## src/rtl/mii_sta_pkg.sv

```systemverilog
package mii_sta_pkg;
  typedef enum logic [1:0] {
    ST_IDLE  = 2'd0,
    ST_ISSUE = 2'd1,
    ST_AWAIT = 2'd2
  } seq_state_t;

  localparam logic SEL_CMD  = 1'b0;
  localparam logic SEL_DATA = 1'b1;

  localparam int BUSY_BIT = 0;
  localparam int DIR_BIT  = 1;
  localparam int REG_LSB  = 2;
endpackage

```

## src/rtl/mii_sta_timer.sv

```systemverilog
module mii_sta_timer #(
  parameter int LIMIT = 64
) (
  input  logic clk,
  input  logic rst_n,
  input  logic run,
  output logic expired
);
  localparam int CNT_W = (LIMIT > 1) ? $clog2(LIMIT) : 1;
  localparam logic [CNT_W-1:0] LAST = CNT_W'(LIMIT - 1);

  logic [CNT_W-1:0] cnt_q;

  always_ff @(posedge clk) begin
    if (!rst_n || !run) cnt_q <= '0;
    else                cnt_q <= cnt_q + 1'b1;
  end

  assign expired = run && (cnt_q == LAST);

  // the counter never passes the abandon point while a transaction runs
  a_r7_cnt_bound: assert property (@(posedge clk) disable iff (!rst_n)
    run |-> (cnt_q <= LAST));
endmodule

```

## src/rtl/mii_sta_seq.sv

```systemverilog
module mii_sta_seq
  import mii_sta_pkg::*;
#(
  parameter int DATA_W = 16
) (
  input  logic              clk,
  input  logic              rst_n,
  input  logic              start,
  input  logic              dir_write,
  input  logic              req_ready,
  input  logic              rsp_valid,
  input  logic              rsp_present,
  input  logic [DATA_W-1:0] rsp_data,
  input  logic              expired,
  output logic              req_valid,
  output logic              run,
  output logic              done,
  output logic              done_load,
  output logic [DATA_W-1:0] done_value
);
  seq_state_t state_q, state_d;

  always_comb begin
    state_d    = state_q;
    done       = 1'b0;
    done_load  = 1'b0;
    done_value = '1;
    unique case (state_q)
      ST_IDLE: if (start) state_d = ST_ISSUE;
      ST_ISSUE: begin
        if (expired) begin
          done      = 1'b1;
          done_load = !dir_write;
          state_d   = ST_IDLE;
        end else if (req_ready) begin
          state_d = ST_AWAIT;
        end
      end
      ST_AWAIT: begin
        if (rsp_valid) begin
          done       = 1'b1;
          done_load  = !dir_write;
          done_value = rsp_present ? rsp_data : '1;
          state_d    = ST_IDLE;
        end else if (expired) begin
          done      = 1'b1;
          done_load = !dir_write;
          state_d   = ST_IDLE;
        end
      end
      default: state_d = ST_IDLE;
    endcase
  end

  always_ff @(posedge clk) begin
    if (!rst_n) state_q <= ST_IDLE;
    else        state_q <= state_d;
  end

  assign run       = (state_q != ST_IDLE);
  assign req_valid = (state_q == ST_ISSUE) && !expired;

  // a launch always produces a request in the following cycle
  a_r2_start_issues: assert property (@(posedge clk) disable iff (!rst_n)
    start |=> req_valid);
  // an accepted request is not offered again
  a_r3_no_reissue: assert property (@(posedge clk) disable iff (!rst_n)
    (req_valid && req_ready) |=> !req_valid);
endmodule

```

## src/rtl/mii_sta_regs.sv

```systemverilog
module mii_sta_regs
  import mii_sta_pkg::*;
#(
  parameter int PHY_AW = 5,
  parameter int REG_AW = 5,
  parameter int DATA_W = 16
) (
  input  logic              clk,
  input  logic              rst_n,
  input  logic              host_we,
  input  logic              host_sel,
  input  logic [DATA_W-1:0] host_wdata,
  output logic [DATA_W-1:0] host_rdata,
  input  logic              done,
  input  logic              done_load,
  input  logic [DATA_W-1:0] done_value,
  output logic              start,
  output logic              busy,
  output logic              dir_write,
  output logic [PHY_AW-1:0] phy_addr,
  output logic [REG_AW-1:0] reg_addr,
  output logic [DATA_W-1:0] data
);
  localparam int PHY_LSB = REG_LSB + REG_AW;

  logic              busy_q, dir_q;
  logic [PHY_AW-1:0] phy_q;
  logic [REG_AW-1:0] reg_q;
  logic [DATA_W-1:0] data_q;
  logic              data_wr;

  assign start   = host_we && (host_sel == SEL_CMD) && !busy_q;
  assign data_wr = host_we && (host_sel == SEL_DATA) && !busy_q;

  always_ff @(posedge clk) begin
    if (!rst_n) begin
      busy_q <= 1'b0;
      dir_q  <= 1'b0;
      phy_q  <= '0;
      reg_q  <= '0;
    end else if (start) begin
      busy_q <= 1'b1;
      dir_q  <= host_wdata[DIR_BIT];
      reg_q  <= host_wdata[REG_LSB +: REG_AW];
      phy_q  <= host_wdata[PHY_LSB +: PHY_AW];
    end else if (done) begin
      busy_q <= 1'b0;
    end
  end

  always_ff @(posedge clk) begin
    if (!rst_n)                data_q <= '0;
    else if (data_wr)          data_q <= host_wdata;
    else if (done && done_load) data_q <= done_value;
  end

  always_comb begin
    host_rdata = '0;
    if (host_sel == SEL_CMD) begin
      host_rdata[BUSY_BIT]               = busy_q;
      host_rdata[DIR_BIT]                = dir_q;
      host_rdata[REG_LSB +: REG_AW]      = reg_q;
      host_rdata[PHY_LSB +: PHY_AW]      = phy_q;
    end else begin
      host_rdata = data_q;
    end
  end

  assign busy      = busy_q;
  assign dir_write = dir_q;
  assign phy_addr  = phy_q;
  assign reg_addr  = reg_q;
  assign data      = data_q;

  // while a transaction is in flight the command fields do not move
  a_r8_cmd_frozen: assert property (@(posedge clk) disable iff (!rst_n)
    (busy_q && $past(busy_q)) |-> ($stable(phy_q) && $stable(reg_q) && $stable(dir_q)));
  // data only changes when the transaction ends
  a_r8_data_frozen: assert property (@(posedge clk) disable iff (!rst_n)
    (busy_q && $past(busy_q)) |-> $stable(data_q));
  // completion from the sequencer always releases busy
  a_r5_done_clears: assert property (@(posedge clk) disable iff (!rst_n)
    done |=> !busy_q);
endmodule

```

## src/rtl/mii_sta_ctrl.sv

```systemverilog
module mii_sta_ctrl #(
  parameter int PHY_AW  = 5,
  parameter int REG_AW  = 5,
  parameter int DATA_W  = 16,
  parameter int TIMEOUT = 64
) (
  input  logic              clk,
  input  logic              rst_n,
  input  logic              host_we,
  input  logic              host_sel,
  input  logic [DATA_W-1:0] host_wdata,
  output logic [DATA_W-1:0] host_rdata,
  output logic              busy,
  output logic              req_valid,
  input  logic              req_ready,
  output logic [PHY_AW-1:0] req_phy,
  output logic [REG_AW-1:0] req_reg,
  output logic              req_write,
  output logic [DATA_W-1:0] req_wdata,
  input  logic              rsp_valid,
  input  logic              rsp_present,
  input  logic [DATA_W-1:0] rsp_data
);
  logic              start, run, expired;
  logic              done, done_load;
  logic [DATA_W-1:0] done_value;

  mii_sta_regs #(
    .PHY_AW(PHY_AW), .REG_AW(REG_AW), .DATA_W(DATA_W)
  ) regs_i (
    .clk(clk), .rst_n(rst_n),
    .host_we(host_we), .host_sel(host_sel),
    .host_wdata(host_wdata), .host_rdata(host_rdata),
    .done(done), .done_load(done_load), .done_value(done_value),
    .start(start), .busy(busy), .dir_write(req_write),
    .phy_addr(req_phy), .reg_addr(req_reg), .data(req_wdata)
  );

  mii_sta_seq #(.DATA_W(DATA_W)) seq_i (
    .clk(clk), .rst_n(rst_n),
    .start(start), .dir_write(req_write),
    .req_ready(req_ready), .rsp_valid(rsp_valid),
    .rsp_present(rsp_present), .rsp_data(rsp_data),
    .expired(expired), .req_valid(req_valid), .run(run),
    .done(done), .done_load(done_load), .done_value(done_value)
  );

  mii_sta_timer #(.LIMIT(TIMEOUT)) timer_i (
    .clk(clk), .rst_n(rst_n), .run(run), .expired(expired)
  );

  // no request is offered outside a transaction
  a_r7_req_needs_busy: assert property (@(posedge clk) disable iff (!rst_n)
    req_valid |-> busy);
  // a stalled request keeps its fields
  a_r3_req_steady: assert property (@(posedge clk) disable iff (!rst_n)
    (req_valid && !req_ready) |=> ($stable(req_phy) && $stable(req_reg) &&
                                   $stable(req_write) && $stable(req_wdata)));
endmodule

```

## config.mk

```make
export PLATFORM = sky130hd
export DESIGN_NAME = mii_sta_ctrl
export DESIGN_NICKNAME = d
export VERILOG_FILES = /design/src/rtl/mii_sta_pkg.sv /design/src/rtl/mii_sta_timer.sv /design/src/rtl/mii_sta_seq.sv /design/src/rtl/mii_sta_regs.sv /design/src/rtl/mii_sta_ctrl.sv
export SDC_FILE = /design/constraint.sdc
export NUM_CORES = 1
export LEC_CHECK = 0
export BUFFER_PORTS_ARGS = -buffer_cell sky130_fd_sc_hd__buf_4
export CORE_MARGIN = 5
export CORE_UTILIZATION = 25
export CTS_BUF_LIST = sky130_fd_sc_hd__clkbuf_2
export CTS_CLUSTER_DIAMETER = 120
export DETAILED_ROUTE_END_ITERATION = 12
export PLACE_DENSITY = 0.57
export SLEW_MARGIN = 20
export SYNTH_ARGS = -nofsm -noshare
export SYNTH_HDL_FRONTEND = slang
export SYNTH_SLANG_ARGS = --single-unit
```

## constraint.sdc

```tcl
create_clock -name clk -period 3.85 [get_ports clk]
set_clock_uncertainty 0.15 [all_clocks]
set_input_delay 0.77 -clock clk [delete_from_list [all_inputs] [get_ports clk]]
set_output_delay 0.77 -clock clk [all_outputs]
set_load 0.05 [all_outputs]
```

Word level (Yosys, flattened, before mapping)
Index checks and enable logic that the tools add are counted.
Widths: inputs -> output; s select.

word-level totals
  register bits after elaboration = 36
  bits of input ports = 39

operators by class
  add/sub/neg operators = 1
  eq/ne operators = 6
  multiplexer cells = 21
  bitwise gates (word level) = 1
  reduce and logical (&&, ||, !) cells = 18

operator list
  kind                 number
  $mux 16              5
  $mux 12              1
  $mux 2               5
  $logic_and 1x1->1    7
  $add 6x1->6 const B  1
  $eq 6x6->1 const B   1
  $mux 1               6
  $ne 3x2->1 const B   2
  $pmux 2 s3           1
  $reduce_bool 2->1    3
  $logic_not 1->1      5
  $mux 4               1
  $pmux 1 s2           2
  $reduce_and 3->1     1
  $eq 2x1->1 const B   1
  $eq 2x2->1 const B   1
  $logic_not 2->1      1
  $ne 2x2->1 const B   1
  $logic_or 1x1->1     1
  $not 1->1            1

Depth between registers and ports, before layout
  depth after elaboration = 8
  depth in mapped cells = 8

Cells and area by module
From an unflattened synthesis, not the netlist that was laid out.

unflattened totals
  cells, all modules = 207
  area, all modules = 1885.6 um^2

by module, submodules not included
  module         times used  cells an instance  area each (um^2)  sequential area each (um^2)
  mii_sta_regs   1           141                1338.8            560.5
  mii_sta_seq    1           41                 319.1             40.0
  mii_sta_timer  1           25                 227.7             120.1

Worst setup path before layout
OpenSTA, ideal clock, no wires.

  path type = in2out
  start point = input host_sel
  end point = output host_rdata[10]
  data arrival time = 1740 ps
  setup slack = 1190 ps
  stages on the path = 3
  path buffers = 2
  path through = buf_2 -> buf_1 -> mux2_2

between the ends
  longest elaborated chain between the ends = 1

ends and longest elaborated chain
  what         line                text
  from (decl)  mii_sta_ctrl.sv:10  input logic host_sel,
  $mux 12      mii_sta_regs.sv:59  if (host_sel == SEL_CMD) begin
  to (decl)    mii_sta_ctrl.sv:12  output logic [DATA_W-1:0] host_rdata,

Every way passes these cells.

Worst setup path after layout
  start point = register seq_i.state_q[0]
  end point = output req_valid

between the ends
  longest elaborated chain between the ends = 4
  elaborated cells between the ends (all ways) = 5

ends and longest elaborated chain
  what                    line                 text
  from (decl)             mii_sta_seq.sv:21    seq_state_t state_q, state_d;
  from (signal assigned)  mii_sta_seq.sv:57    else state_q <= state_d;
  $reduce_bool 2->1       mii_sta_seq.sv:60    assign run = (state_q != ST_IDLE);
  $logic_and 1x1->1       mii_sta_timer.sv:19  assign expired = run && (cnt_q == LAST);
  $logic_not 1->1         mii_sta_seq.sv:61    assign req_valid = (state_q == ST_ISSUE) && !expired;
  $logic_and 1x1->1 (*)   mii_sta_seq.sv:61
  to (decl)               mii_sta_ctrl.sv:14   output logic req_valid,

Every way passes the cells marked *; elsewhere a longest branch is shown, timed or not.

==> key figures <==
Clocking
  • CTS tree: built
  • Clock sink count: 36
  • Post-cts resize count: 0
  • Clock latency at the later pin of the worst-skew pair: 0.38 ns
  • Hold-fix buffers, CTS: 0
  • CTS Buf Count: 5
  • Register clock-pin slew on the reported worst setup and hold paths: between 0.15 and 0.2 ns
  • H-tree Lvls: 2
  • Clock buffer depth: 2
  • Post CTS Setup Buffer Count: 0
  • Clk root buf: clkbuf_2

Routing
  • Drt wl/cell: around 15 µm
  • Final wirelength: 5710 µm
  • Via/cell ratio: between 4 and 5
  • DRT Pass-1 Iters: 4
  • Vias: roughly 1.8k
  • Antenna-violating nets left: 0
  • # DRC: 0
  • Initial drt markers: between 60 and 70

Outcome
  • Outcome: finished clean

Power
  • P_sw: 514 µW
  • Sequential Power Share: 0.375
  • P_int: 704 µW
  • Pleak: 0.00108 µW
  • Clock power share: 0.201
  • Power per standard cell area: 483 nW/µm²
  • Comb pwr share: 0.424
  • Switch share: 0.422
  • Peak supply drop: 0.000204 V

Setup path
  • Critical path class: flop to output pin
  • RR Startpoint: seq_i.state_q[0]
  • Length in cells of the worst reg-to-reg path: 6
  • CP max FO: 4
  • Slowest CP cell: dfxtp_1
  • Reg2reg end: regs_i.data[13]
  • Worst Path Required: approximately 2.9 ns
  • CP peak stage delay: 0.41 ns
  • CP endpoint kind: output pin
  • Critical Path AT: 1.99 ns
  • CP Launch Type: flop
  • Reg2Reg Setup Slack: 1.50 ns
  • Crit-path cells: inv_1, ha_1, nand3b_1, or2_1, and2_1, buf_4
  • Setup crit start: seq_i.state_q[0]

Timing
  • FMAX: 343 MHz
  • Worst-margin pin slew: a little over 1 ns
  • Setup TNS: 0 ns
  • Slew margin rel.: 0.321
  • Worst hold margin: 0.336 ns
  • Final period utilization: 0.757
  • Post-layout min period: 2.91 ns
  • Final Hold Viols: 0
  • RSZ-0062 raised after global routing: no
  • Setup violations, final: 0
  • Max Slew Vio Count: 0
  • Worst setup margin: around 0.94 ns

Hold path
  • Hold Path Stages: 1
  • Worst Hold Path EP: timer_i.cnt_q[0]
  • Hold path startpoint: timer_i.cnt_q[0]
  • Worst min-delay path class: flop to flop

Synth
  • Syn. warnings: 0
  • Synth Cell Area: 1770 µm²
  • Register area share after synthesis: 0.407
  • Syn Area/Cell: 8.24 µm²
  • Post-synthesis cell count: 215
  • Yosys reg bits: 36
  • Synth Flop Type: dfxtp_1
  • Synthesized net count: 259
  • Post-synth ARST share: 0
  • Cell variety after synth: 34
  • EDFF count, synth: 0

Global routing
  • Overall routing resource usage: 0.127
  • Largest net degree at the start of global routing: 21
  • Antenna violations before repair: 0
  • Overflow after GRT: 0
  • Global-route wire length before repair: 8800 µm
  • Vias in the first global route: 1732

Floorplan
  • Core area: 6830 µm²
  • Initial Utilization: 0.259
  • Total die area: 8870 µm²
  • Ports: 84
  • Die Ht: 94.2 µm
  • Die extent in x: 94.2 µm
  • Row cnt: 30

Place
  • Setup WS pre-CTS: between 1 and 1.5 ns
  • Routability cong.: 0.777
  • Final HPWL DP: around 4100 µm
  • PortBufs: 83

Flow run
  • MaxCap Viol Count: 0

Layout
  • Layout cells sized above 1: 0.367
  • Final net count: 337
  • Area growth syn-to-layout: 42.4%
  • Ant. Diodes: 0
==> area by class of cell <==
class,instances,area [µm²]
flip-flops and latches,36,721
repair buffers,84,631
multi-input cells,161,965
fillers,735,4310
clock inverters,3,42.5
clock buffers,5,25.0
inverters,5,18.8
well taps,96,120
==> synthesized netlist by cell type, types with 2 or more instances <==
cell type | number | area share
nand2_1 | 45 | 0.095
dfxtp_1 | 36 | 0.41
o21ai_1 | 28 | 0.079
nor3_1 | 16 | 0.045
mux2_2 | 12 | 0.076
a21boi_1 | 10 | 0.042
o21ai_0 | 7 | 0.020
buf_2 | 6 | 0.017
nor2_1 | 6 | 0.013
and2_1 | 5 | 0.018
ha_1 | 5 | 0.035
inv_1 | 5 | 0.011
clkbuf_1 | 4 | 0.0085
nand2b_1 | 3 | 0.011
nand3_1 | 3 | 0.0085
nor2b_1 | 3 | 0.011
a21oi_1 | 2 | 0.0056
mux2i_1 | 2 | 0.011
xor2_1 | 2 | 0.0099
==> power by group through the flow <==
stage	clock network (µW)	registers [µW]	logic [µW]
5_1_grt	271	464	552
2_1_floorplan	0	570	252
3_5_place_dp	0	465	520
6_report	245	456	517
3_3_place_gp	0	463	515
4_1_cts	257	457	522
==> how the worst max path moves through the flow <==
stage	endpoint	slack, ns	cells after the start
after floorplan	host_rdata[10]	1.19	3
after global placement	host_rdata[7]	1.33	3
after detailed placement	host_rdata[9]	1.32	3
after CTS	req_valid	0.90	6
after global routing	req_valid	0.80	6
final	req_valid	0.94	6
==> sequential cells by signal (all words and copies together), names as in the netlist <==
register / cells
regs_i.busy: 1
regs_i.data: 16
regs_i.dir_write: 1
regs_i.phy_addr: 5
regs_i.reg_addr: 5
seq_i.state_q: 2
timer_i.cnt_q: 6
==> layer usage <==
layer  vias to the layer above  wire [µm]  GRT usage
li1                        892          -          -
met1                       824       2420      0.147
met2                        51       2850      0.228
met3                         5        394     0.0313
met4                         0         52     0.0397
met5                         -          0          0
==> placed cells by master (no fill, tap or decap), types with 2 or more instances in the layout <==
cell      synthesis  final
clkbuf_2          0      5
a21oi_1           2      2
nand2_1          45     45
and2_1            5      5
mux2_2           12     12
mux2i_1           2      2
nand3_1           3      3
o21ai_1          28     28
nor2_1            6      6
dfxtp_1          36     36
xor2_1            2      2
o21ai_0           7      7
ha_1              5      5
buf_4             0     84
nand2b_1          3      3
nor2b_1           3      3
inv_1             5      5
nor3_1           16     16
a21boi_1         10     10
==> per-stage QoR <==
stage	util	total power [µW]	area, µm²	cells
after floorplan	-	822	1770	215
after global placement	0.359	978	2450	382
after detailed placement	0.359	985	2450	382
after CTS	0.369	1240	2520	390
after global routing	0.369	1290	2520	390
final	0.369	1220	2520	390
==> critical path: cells and delay by family (launching register included) <==
family	cells	cell delay, ns
fa+ha+maj	1	0.23
simple gates	3	0.70
flops	1	0.41
buf+inv	2	0.27
==> kinds of logic (layout without fill, tap and decap cells) <==
| group | Yosys count | in the layout | synth area share |
|---|---|---|---|
| DFF | 36 | 36 | 0.407 |
| AOI/OAI and AO/OA | 51 | 51 | 0.168 |
| buffers and inverters | 18 | 97 | 0.0487 |
| xor gates and xnor gates | 3 | 3 | 0.0148 |
| adders and majority gates | 5 | 5 | 0.0353 |
| muxes | 14 | 14 | 0.0876 |
| and+or+nand+nor | 88 | 88 | 0.239 |
(Power assumes the default switching activity.)
